==> config.mk <==
export PLATFORM = sky130hd
export DESIGN_NAME = walk_top
export DESIGN_NICKNAME = d
export VERILOG_FILES = /design/src/rtl/walk_pkg.sv /design/src/rtl/walk_index.sv /design/src/rtl/walk_entry.sv /design/src/rtl/walk_ctrl.sv /design/src/rtl/walk_top.sv
export SDC_FILE = /design/constraint.sdc
export NUM_CORES = 1
export LEC_CHECK = 0
export ABC_CLOCK_PERIOD_IN_PS = 1700
export BUFFER_PORTS_ARGS = -buffer_cell sky130_fd_sc_hd__clkbuf_2
export CAP_MARGIN = 10
export CORE_AREA = 2 2 82 61
export DETAILED_ROUTE_END_ITERATION = 16
export DIE_AREA = 0 0 84 63
export HOLD_SLACK_MARGIN = 0.12
export PLACE_DENSITY = 0.77
export SLEW_MARGIN = 10
export SYNTH_ARGS = -nofsm -noshare
export SYNTH_HDL_FRONTEND = slang
export SYNTH_SLANG_ARGS = --single-unit
==> constraint.sdc <==
create_clock -name clk -period 1.7 [get_ports clk]
set_input_delay 0.34 -clock clk [delete_from_list [all_inputs] [get_ports clk]]
set_output_delay 0.34 -clock clk [all_outputs]
set_load 0.01 [all_outputs]
==> src/rtl/walk_pkg.sv <==
package walk_pkg;
  typedef enum logic [2:0] {
    ST_IDLE,
    ST_DIR_REQ,
    ST_DIR_WAIT,
    ST_LEAF_REQ,
    ST_LEAF_WAIT,
    ST_DONE
  } walk_state_t;
endpackage

==> src/rtl/walk_index.sv <==
// Forms the byte address of one table entry: base frame * page size + index * entry size.
module walk_index #(
  parameter int FRAME_W   = 8,
  parameter int IDX_W     = 4,
  parameter int OFF_W     = 6,
  parameter int ENT_SHIFT = 2
) (
  input  logic [FRAME_W-1:0]       base_frame,
  input  logic [IDX_W-1:0]         idx,
  output logic [FRAME_W+OFF_W-1:0] addr
);
  localparam int PA_W = FRAME_W + OFF_W;

  always_comb begin
    addr = (PA_W'(base_frame) << OFF_W) + (PA_W'(idx) << ENT_SHIFT);
  end
endmodule

==> src/rtl/walk_entry.sv <==
// Splits a table entry into its valid flag (top bit) and its frame number (low bits).
module walk_entry #(
  parameter int ENT_W   = 32,
  parameter int FRAME_W = 8
) (
  input  logic [ENT_W-1:0]   data,
  output logic               vld,
  output logic [FRAME_W-1:0] frame
);
  always_comb begin
    vld   = data[ENT_W-1];
    frame = data[FRAME_W-1:0];
  end
endmodule

==> src/rtl/walk_ctrl.sv <==
module walk_ctrl
  import walk_pkg::*;
#(
  parameter int DIR_W   = 4,
  parameter int TBL_W   = 4,
  parameter int OFF_W   = 6,
  parameter int FRAME_W = 8
) (
  input  logic                       clk,
  input  logic                       rst,
  input  logic [FRAME_W-1:0]         root_frame,
  input  logic                       req_valid,
  output logic                       req_ready,
  input  logic [DIR_W+TBL_W+OFF_W-1:0] req_vaddr,
  output logic                       rsp_valid,
  input  logic                       rsp_ready,
  output logic [FRAME_W+OFF_W-1:0]   rsp_paddr,
  output logic                       rsp_fault,
  output logic                       rsp_fault_leaf,
  output logic                       mem_req_valid,
  input  logic                       mem_req_ready,
  input  logic                       mem_rsp_valid,
  input  logic                       ent_vld,
  input  logic [FRAME_W-1:0]         ent_frame,
  output logic                       sel_leaf,
  output logic [FRAME_W-1:0]         root_q,
  output logic [FRAME_W-1:0]         sub_q,
  output logic [DIR_W-1:0]           dir_idx,
  output logic [TBL_W-1:0]           tbl_idx
);
  localparam int VA_W = DIR_W + TBL_W + OFF_W;
  localparam int PA_W = FRAME_W + OFF_W;

  walk_state_t       state;
  logic [VA_W-1:0]   va_q;
  logic [PA_W-1:0]   pa_q;
  logic              fault_q;
  logic              leaf_q;

  always_ff @(posedge clk) begin
    if (rst) begin
      state   <= ST_IDLE;
      va_q    <= '0;
      root_q  <= '0;
      sub_q   <= '0;
      pa_q    <= '0;
      fault_q <= 1'b0;
      leaf_q  <= 1'b0;
    end else begin
      unique case (state)
        ST_IDLE: if (req_valid) begin
          va_q   <= req_vaddr;
          root_q <= root_frame;
          state  <= ST_DIR_REQ;
        end
        ST_DIR_REQ: if (mem_req_ready) state <= ST_DIR_WAIT;
        ST_DIR_WAIT: if (mem_rsp_valid) begin
          if (ent_vld) begin
            sub_q <= ent_frame;
            state <= ST_LEAF_REQ;
          end else begin
            fault_q <= 1'b1;
            leaf_q  <= 1'b0;
            pa_q    <= '0;
            state   <= ST_DONE;
          end
        end
        ST_LEAF_REQ: if (mem_req_ready) state <= ST_LEAF_WAIT;
        ST_LEAF_WAIT: if (mem_rsp_valid) begin
          leaf_q <= !ent_vld;
          fault_q <= !ent_vld;
          pa_q   <= ent_vld ? {ent_frame, va_q[OFF_W-1:0]} : '0;
          state  <= ST_DONE;
        end
        ST_DONE: if (rsp_ready) state <= ST_IDLE;
        default: state <= ST_IDLE;
      endcase
    end
  end

  always_comb begin
    req_ready      = (state == ST_IDLE);
    mem_req_valid  = (state == ST_DIR_REQ) || (state == ST_LEAF_REQ);
    sel_leaf       = (state == ST_LEAF_REQ);
    rsp_valid      = (state == ST_DONE);
    rsp_paddr      = pa_q;
    rsp_fault      = fault_q;
    rsp_fault_leaf = leaf_q;
    dir_idx        = va_q[VA_W-1 -: DIR_W];
    tbl_idx        = va_q[OFF_W +: TBL_W];
  end

  assert_busy_after_accept_R7: assert property (@(posedge clk) disable iff (rst)
    (req_valid && req_ready) |=> (!req_ready && mem_req_valid));

  assert_dir_fault_one_read_R4: assert property (@(posedge clk) disable iff (rst)
    (state == ST_DIR_WAIT && mem_rsp_valid && !ent_vld) |=>
      (rsp_valid && rsp_fault && !rsp_fault_leaf));

  assert_fault_zero_addr_R5: assert property (@(posedge clk) disable iff (rst)
    (rsp_valid && rsp_fault) |-> (rsp_paddr == '0));

  assert_offset_kept_R6: assert property (@(posedge clk) disable iff (rst)
    (rsp_valid && !rsp_fault) |-> (rsp_paddr[OFF_W-1:0] == va_q[OFF_W-1:0]));

  assert_rsp_hold_R9: assert property (@(posedge clk) disable iff (rst)
    (rsp_valid && !rsp_ready) |=>
      (rsp_valid && $stable(rsp_paddr) && $stable(rsp_fault) && $stable(rsp_fault_leaf)));

  assert_idle_after_take_R9: assert property (@(posedge clk) disable iff (rst)
    (rsp_valid && rsp_ready) |=> req_ready);
endmodule

==> src/rtl/walk_top.sv <==
module walk_top #(
  parameter int DIR_W   = 4,
  parameter int TBL_W   = 4,
  parameter int OFF_W   = 6,
  parameter int FRAME_W = 8,
  parameter int ENT_W   = 32
) (
  input  logic                         clk,
  input  logic                         rst,
  input  logic [FRAME_W-1:0]           root_frame,
  input  logic                         req_valid,
  output logic                         req_ready,
  input  logic [DIR_W+TBL_W+OFF_W-1:0] req_vaddr,
  output logic                         rsp_valid,
  input  logic                         rsp_ready,
  output logic [FRAME_W+OFF_W-1:0]     rsp_paddr,
  output logic                         rsp_fault,
  output logic                         rsp_fault_leaf,
  output logic                         mem_req_valid,
  input  logic                         mem_req_ready,
  output logic [FRAME_W+OFF_W-1:0]     mem_req_addr,
  input  logic                         mem_rsp_valid,
  input  logic [ENT_W-1:0]             mem_rsp_data
);
  localparam int PA_W      = FRAME_W + OFF_W;
  localparam int ENT_SHIFT = $clog2(ENT_W / 8);

  logic               ent_vld;
  logic [FRAME_W-1:0] ent_frame;
  logic               sel_leaf;
  logic [FRAME_W-1:0] root_q;
  logic [FRAME_W-1:0] sub_q;
  logic [DIR_W-1:0]   dir_idx;
  logic [TBL_W-1:0]   tbl_idx;
  logic [PA_W-1:0]    dir_addr;
  logic [PA_W-1:0]    leaf_addr;

  walk_entry #(.ENT_W(ENT_W), .FRAME_W(FRAME_W)) u_entry (
    .data(mem_rsp_data), .vld(ent_vld), .frame(ent_frame)
  );

  walk_index #(.FRAME_W(FRAME_W), .IDX_W(DIR_W), .OFF_W(OFF_W), .ENT_SHIFT(ENT_SHIFT)) u_dir_idx (
    .base_frame(root_q), .idx(dir_idx), .addr(dir_addr)
  );

  walk_index #(.FRAME_W(FRAME_W), .IDX_W(TBL_W), .OFF_W(OFF_W), .ENT_SHIFT(ENT_SHIFT)) u_leaf_idx (
    .base_frame(sub_q), .idx(tbl_idx), .addr(leaf_addr)
  );

  walk_ctrl #(.DIR_W(DIR_W), .TBL_W(TBL_W), .OFF_W(OFF_W), .FRAME_W(FRAME_W)) u_ctrl (
    .clk(clk), .rst(rst), .root_frame(root_frame),
    .req_valid(req_valid), .req_ready(req_ready), .req_vaddr(req_vaddr),
    .rsp_valid(rsp_valid), .rsp_ready(rsp_ready), .rsp_paddr(rsp_paddr),
    .rsp_fault(rsp_fault), .rsp_fault_leaf(rsp_fault_leaf),
    .mem_req_valid(mem_req_valid), .mem_req_ready(mem_req_ready),
    .mem_rsp_valid(mem_rsp_valid), .ent_vld(ent_vld), .ent_frame(ent_frame),
    .sel_leaf(sel_leaf), .root_q(root_q), .sub_q(sub_q),
    .dir_idx(dir_idx), .tbl_idx(tbl_idx)
  );

  always_comb begin
    mem_req_addr = sel_leaf ? leaf_addr : dir_addr;
  end

  assert_mem_hold_R8: assert property (@(posedge clk) disable iff (rst)
    (mem_req_valid && !mem_req_ready) |=> (mem_req_valid && $stable(mem_req_addr)));

  assert_no_read_while_done_R4: assert property (@(posedge clk) disable iff (rst)
    rsp_valid |-> !mem_req_valid);
endmodule

==> results of run 1 <==
==> power groups by stage <==
stage	logic, mW	clock network, mW	registers (mW)
global placement	0.423	0	1.26
global route	0.551	0.738	1.24
floorplan	0.284	0	1.25
detailed placement	0.431	0	1.26
finish	0.499	0.671	1.23
CTS	0.472	0.693	1.23
==> repair_timing <==
| item | in CTS | in global routing |
|---|---|---|
| setup endpoints to repair | 12 | 14 |
| pin swaps | 1 | 0 |
| hold endpoints to repair | 0 | 0 |
| setup buffers | 3 | 0 |
| cloned | 1 | 0 |
| resized for setup | 17 | 18 |
==> cells by family after synthesis <==
kind of cell           Yosys count
muxes                           22
buffers and inverters           18
other                            1
DFF                             49
AOI/OAI and AO/OA               45
and+or+nand+nor                 84
==> cells in the mapped netlist, types with 2 or more instances <==
cell / instances / area share, %
sky130_fd_sc_hd__nor2_1: 15 / 2.8
sky130_fd_sc_hd__buf_4: 9 / 3.4
sky130_fd_sc_hd__nor2b_1: 2 / 0.62
sky130_fd_sc_hd__clkbuf_1: 6 / 1.1
sky130_fd_sc_hd__a32oi_1: 2 / 0.87
sky130_fd_sc_hd__o21ai_0: 3 / 0.75
sky130_fd_sc_hd__nor2b_2: 2 / 0.87
sky130_fd_sc_hd__nand3b_1: 2 / 0.75
sky130_fd_sc_hd__a21oi_1: 24 / 6.0
sky130_fd_sc_hd__nand2_1: 49 / 9.2
sky130_fd_sc_hd__mux2i_1: 10 / 5.0
sky130_fd_sc_hd__nor3_1: 2 / 0.50
sky130_fd_sc_hd__a22o_1: 14 / 6.1
sky130_fd_sc_hd__mux2_2: 12 / 6.7
sky130_fd_sc_hd__buf_2: 3 / 0.75
sky130_fd_sc_hd__dfxtp_1: 49 / 49
sky130_fd_sc_hd__nor4_1: 2 / 0.62
sky130_fd_sc_hd__and2_1: 2 / 0.62
==> registers in the layout, indices dropped and copies added (netlist names) <==
register	flops
u_ctrl.state	3
u_ctrl.rsp_fault	1
u_ctrl.sub_q	8
u_ctrl.root_q	8
u_ctrl.rsp_fault_leaf	1
u_ctrl.rsp_paddr	14
u_ctrl.va_q	14
==> area by class of cell <==
type,count,area (um^2),share of cell area (%)
sequential,49,986,37.1
multi-input combinational,153,975,36.7
tap,57,71.3,2.68
timing repair buffer,82,538,20.3
clock buffer,6,72.6,2.73
clock inverter,2,13.8,0.518
==> path summary, 6_finish.rpt <==
| path | start | to | slack (ns) | cells past startpoint |
|---|---|---|---|---|
| setup / recovery | u_ctrl.state[1] | mem_req_addr[13] | -0.09 | 5 |
| hold / removal | root_frame[0] | u_ctrl.root_q[0] | 0.26 | 3 |
| setup reg to reg | u_ctrl.state[2] | u_ctrl.sub_q[1] | 0.11 | 7 |
| hold reg to reg | u_ctrl.va_q[8] | u_ctrl.va_q[8] | 0.46 | 2 |
==> routing by layer <==
metal	wire length (um)	share of wire, %	vias up	GRT usage, %
met4	26	0.57	0	3.63
li1	-	-	890	-
met3	325	7.1	5	5.81
met5	0	0	-	0
met2	2060	45	58	28.0
met1	2190	48	776	23.9
==> worst min-delay path: stages <==
cell,delay [ns]
sky130_fd_sc_hd__clkbuf_2,0.08
sky130_fd_sc_hd__nand2_1,0.05
sky130_fd_sc_hd__a21oi_1,0.05
==> per-stage QoR <==
| step | instances | setup WS (ns) | power, mW | setup TNS (ns) | hold slack [ns] |
|---|---|---|---|---|---|
| 2_1_floorplan | 220 | 0.174 | 1.54 | 0 | 0.433 |
| 6_report | 349 | -0.0926 | 2.40 | -0.892 | 0.259 |
| 3_3_place_gp | 337 | 0.142 | 1.68 | 0 | 0.439 |
| 5_1_grt | 349 | -0.140 | 2.53 | -1.42 | 0.254 |
| 4_1_cts | 349 | -0.116 | 2.40 | -1.05 | 0.247 |
| 3_5_place_dp | 337 | 0.116 | 1.69 | 0 | 0.443 |
==> metrics.log, run 1 <==
INFO  metric status = finished with violations
INFO  metric failed_checks = negative setup slack
INFO  metric utilization = 58.4%
INFO  metric grt_antenna_before_repair = 0
INFO  metric number_of_instances_in_the_synthesized_netlist = 219
INFO  metric dpl-instance-area = 2400 um^2
INFO  metric power.share.sequential = 51.3%
INFO  metric number_of_enable_flip_flop_cells_after_synthesis = 0
INFO  metric detail_route.vias_per_cell = 4.95
INFO  metric crit_path_max_fanout = 6
INFO  metric net-switching-power = 0.666 mW
INFO  metric worst_path_max_delay_cell = sky130_fd_sc_hd__dfxtp_2
INFO  metric fin_ws = -0.0926 ns
INFO  metric unrepaired_setup_endpoints_after_global_routing = true
INFO  metric ys_seq_elements = 49
INFO  metric finalCritPeriodShare = 105%
INFO  metric cts.htree.levels = 2
INFO  metric critical_path_arrival = 1.45 ns
INFO  metric cts-buffers-inserted = 5
INFO  metric cap_violations = 0
INFO  metric final.min_clock_period = 1.79 ns
INFO  metric grt_first_pass_wirelength = 7600 um
INFO  metric antenna_cells = 0
INFO  metric pwr-share-comb = 20.8%
INFO  metric fp.coreArea = 4550 um^2
INFO  metric post_synth_and_or_nand_nor_area_fraction = 19.1%
INFO  metric avgRoutedWirePerCell = 13.2 um
INFO  metric clk_latency = 0.30 ns
INFO  metric die_height = 63 um
INFO  metric ys_types = 29
INFO  metric cts_hold_buf = 0
INFO  metric clk_pin_slew_worst_paths = 0.09 ns
INFO  metric cellInternalPower = 1.74 mW
INFO  metric power_leakage = 1.20 nW
INFO  metric dominant_combinational_cell_family_by_area_after_synthesis = simple AND/OR/NAND/NOR gates
INFO  metric final_nets = 351
INFO  metric first_pass_drt_iterations = 4
INFO  metric die_area = 5290 um^2
INFO  metric critical_path.n_buffers_inverters = 2
INFO  metric synth_flop_cell = sky130_fd_sc_hd__dfxtp_1
INFO  metric pwr_density_cell = 905 nW/um^2
INFO  metric maxClockFrequency = 0.558 GHz
INFO  metric worst_stage_delay_on_the_critical_path = 0.33 ns
INFO  metric post-route-drc-count = 0
INFO  metric num_clock_sinks = 49
INFO  metric timing.hold.worst.class = in2reg
INFO  metric first_iter_violations = 52
INFO  metric clockRootBuffer = sky130_fd_sc_hd__clkbuf_8
INFO  metric yosys-mux-area-fraction = 11.7%
INFO  metric initial_utilization = 44.1%
INFO  metric layout_commonest_cell = sky130_fd_sc_hd__clkbuf_2
INFO  metric num_vias = 1729
INFO  metric cts_max_path_buffers = 2
INFO  metric synthToLayoutAreaGrowth = 32.6%
INFO  metric power.share.switching = 27.7%
INFO  metric critPathCaptureType = output pin
INFO  metric fillCellCount = 447
INFO  metric grt_usage = 17.7%
INFO  metric cp.required = 1.36 ns
INFO  metric clockPowerShare = 27.9%
INFO  metric route.antenna.remaining_nets = 0
INFO  metric overflow = 0
INFO  metric gp_congestion = 0.778
INFO  metric non_filler_cell_area_final = 2660 um^2
INFO  metric maxSlewViolCount = 0
INFO  metric path_class = reg2out
INFO  metric timing.final.hold_violations = 0
INFO  metric syn_avg_cell_area = 9.15 um^2
INFO  metric floorplan.io_pins = 93
INFO  metric startpoint_type = flip-flop
INFO  metric worst_ir_drop_vdd = 0.000509 V
INFO  metric wirelength = 4600 um
INFO  metric placement.io_buffers = 67
INFO  metric synth.yosys.seq_area_share = 49.0%
INFO  metric yosys.area_share.adder = 0%
INFO  metric die_x = 84 um
INFO  metric first_global_vias = 1630
INFO  metric grt_max_degree = 36
INFO  metric xor_and_xnor_fraction_of_the_mapped_netlist_area = 0%
INFO  metric most-common-layout-cells = 58 x sky130_fd_sc_hd__clkbuf_2, 48 x sky130_fd_sc_hd__nand2_1, 47 x sky130_fd_sc_hd__dfxtp_1
INFO  metric netlist_area = 2000 um^2
INFO  metric detailedPlacementHpwl = 3180 um
INFO  metric cts_tree = yes
INFO  metric core.rowCount = 21
INFO  metric setup_violations = 12
INFO  metric postSynth.asyncResetShare = 0%
INFO  metric cell_chain_critical_path = nor2b_4 > nand2_4 > buf_12 > mux2_4 > buf_8
INFO  metric ys.warnings.count = 0
INFO  metric clock_skew = 0.00502 ns
INFO  metric layout-drive-gt1-share = 38.0%
INFO  metric synth_compound_area_share = 14.7%
INFO  metric timing.critical_path.max_delay_family = flip-flops
(Power assumes the default switching activity.)
==> run 2, diff against run 1 <==
==> constraint.sdc (replaced) <==
create_clock -name clk -period 1.7 [get_ports clk]
set_input_delay 0.17 -clock clk [delete_from_list [all_inputs] [get_ports clk]]
set_output_delay 0.17 -clock clk [all_outputs]
set_load 0.01 [all_outputs]
==> metrics.log, run 2 (same netlist as run 1, synthesis figures left out) <==
INFO  metric first_pass_drt_iterations = 4 (unchanged)
INFO  metric grt_usage = 19.6% (+1.9 points)
INFO  metric die_area = 5290 um^2 (unchanged)
INFO  metric worst_slack_at_placement = 0.122 ns (+0.00691 ns)
INFO  metric num_clock_sinks = 49 (unchanged)
INFO  metric cts_tree = yes
INFO  metric timing.critical_path.max_delay_family = flip-flops
INFO  metric clock_skew = 0.0120 ns (+0.00702 ns)
INFO  metric overflow = 0 (unchanged)
INFO  metric post-route-drc-count = 0 (unchanged)
INFO  metric cts_max_path_buffers = 2 (unchanged)
INFO  metric layout_commonest_cell = sky130_fd_sc_hd__clkbuf_2
INFO  metric antenna_cells = 0 (unchanged)
INFO  metric worst_stage_delay_on_the_critical_path = 0.35 ns (+0.02 ns)
INFO  metric layoutNonFillerInstCount = 377 (+8.0%)
INFO  metric cts.htree.levels = 2 (unchanged)
INFO  metric cts-buffers-inserted = 5 (unchanged)
INFO  metric worst_ir_drop_vdd = 0.000538 V (+5.7%)
INFO  metric path_class = reg2out
INFO  metric cell_chain_critical_path = nor2b_4 > nand2_4 > buf_6 > mux2_2 > clkbuf_2
INFO  metric clockRootBuffer = sky130_fd_sc_hd__clkbuf_8
INFO  metric final.min_clock_period = 1.61 ns (-0.180 ns)
INFO  metric grt_first_pass_wirelength = 8300 um (+9.2%)
INFO  metric first_global_vias = 1817 (+11%)
INFO  metric critPathCaptureType = output pin
INFO  metric most-common-layout-cells = 66 x sky130_fd_sc_hd__clkbuf_2, 48 x sky130_fd_sc_hd__nand2_1, 47 x sky130_fd_sc_hd__dfxtp_1
INFO  metric wirelength = 5080 um (+11%)
INFO  metric critical_path_arrival = 1.44 ns (about the same)
INFO  metric initial_utilization = 44.1% (unchanged)
INFO  metric floorplan.io_pins = 93 (unchanged)
INFO  metric critical_path_launch_point = u_ctrl.state[1]
INFO  metric fp.coreArea = 4550 um^2 (unchanged)
INFO  metric fin_setup_tns = 0 ns (+0.892 ns)
INFO  metric setup_violations = 0 (-12)
INFO  metric non_filler_cell_area_final = 2840 um^2 (+7.1%)
INFO  metric die_height = 63 um (unchanged)
INFO  metric timing.hold.worst.class = in2reg
INFO  metric cap_violations = 0 (unchanged)
INFO  metric grt_antenna_before_repair = 0 (unchanged)
INFO  metric unrepaired_setup_endpoints_after_global_routing = false
INFO  metric die_x = 84 um (unchanged)
INFO  metric crit_path_max_fanout = 6 (unchanged)
INFO  metric avgRoutedWirePerCell = 13.5 um (+2.4%)
INFO  metric layout-drive-gt1-share = 34.1% (-4.0 points)
INFO  metric clk_pin_slew_worst_paths = 0.08 ns (about the same)
INFO  metric cp.required = 1.53 ns (+0.17 ns)
INFO  metric num_vias = 1828 (+5.7%)
INFO  metric timing.final.hold_violations = 0 (unchanged)
INFO  metric maxSlewViolCount = 0 (unchanged)
INFO  metric finalCritPeriodShare = 94.9% (-11 points)
INFO  metric min_from = rsp_ready
INFO  metric synthToLayoutAreaGrowth = 42.0%
INFO  metric detail_route.vias_per_cell = 4.85 (-2.1%)
INFO  metric detailedPlacementHpwl = 3230 um (+1.7%)
INFO  metric route.antenna.remaining_nets = 0 (unchanged)
INFO  metric core.rowCount = 21 (unchanged)
INFO  metric fin_ws = 0.0871 ns (+0.180 ns)
INFO  metric final_nets = 379 (+8.0%)
INFO  metric power_leakage = 1.26 nW (+5.2%)
INFO  metric pwr_density_cell = 852 nW/um^2 (-5.9%)
INFO  metric grt_max_degree = 25 (-31%)
INFO  metric gp_congestion = 0.789 (+1.4%)
INFO  metric critical_path.n_buffers_inverters = 2 (unchanged)
INFO  metric worst_path_max_delay_cell = sky130_fd_sc_hd__dfxtp_4
INFO  metric startpoint_type = flip-flop
INFO  metric maxClockFrequency = 0.620 GHz (+11%)
INFO  metric rr_startpoint = u_ctrl.state[1]
INFO  metric status = completed
INFO  metric placed_cells = 337 (unchanged)
INFO  metric first_iter_violations = 76 (+46%)
INFO  metric dpl-instance-area = 2390 um^2 (-0.52%)
INFO  metric placement.io_buffers = 67 (unchanged)
INFO  metric clk_latency = 0.30 ns (about the same)
run 2: timing repair:
action,in CTS,in global routing
pin swaps,1,0
hold buffers,30,0
gates resized for setup,7,9
endpoints found under the setup margin,12,26
cloned,1,0
setup buffers,1,0
endpoints found under the hold margin,32,0
run 2: routing by layer:
metal | vias up | global-route usage (%) | wire (um)
met5 | - | 0 | 0
met4 | 0 | 4.23 | 29
met3 | 5 | 4.89 | 240
met2 | 47 | 33.9 | 2360
met1 | 829 | 24.9 | 2450
li1 | 947 | - | -
run 2: through the flow:
stage          hold WS (ns)  utilization, %  power [mW]
2_1_floorplan         0.296               -        1.54
3_3_place_gp          0.396            52.6        1.68
3_5_place_dp          0.400            52.6        1.69
4_1_cts               0.170            61.8        2.43
5_1_grt               0.227            62.6        2.56
6_report              0.187            62.6        2.42
run 2: area by class of cell:
| cell class | instances | area, um^2 |
|---|---|---|
| Clock inverter | 2 | 15.0 |
| Sequential cell | 49 | 986 |
| Tap cell | 57 | 71.3 |
| Fill cell | 399 | 1700 |
| Clock buffer | 6 | 72.6 |
| Multi-Input combinational cell | 153 | 945 |
| Timing Repair Buffer | 110 | 754 |
run 2: tightest hold or removal path, cell delays in order:
cell and delay [ns]:
sky130_fd_sc_hd__clkbuf_2 0.09, sky130_fd_sc_hd__nand2_1 0.06, sky130_fd_sc_hd__a32oi_1 0.06, sky130_fd_sc_hd__nor2_1 0.08
run 2: worst paths after layout:
check                              to  slack (ns)  cells past startpoint
hold reg to reg        u_ctrl.va_q[3]        0.46                      2
setup reg to reg  u_ctrl.rsp_paddr[4]        0.18                      5
hold / removal        u_ctrl.state[2]        0.19                      4
setup / recovery      mem_req_addr[8]        0.09                      5
run 2: power breakdown:
| group | internal [mW] | switching (mW) |
|---|---|---|
| sequential | 1.20 | 0.0283 |
| clock | 0.290 | 0.387 |
| combinational | 0.252 | 0.261 |
| total | 1.75 | 0.677 |
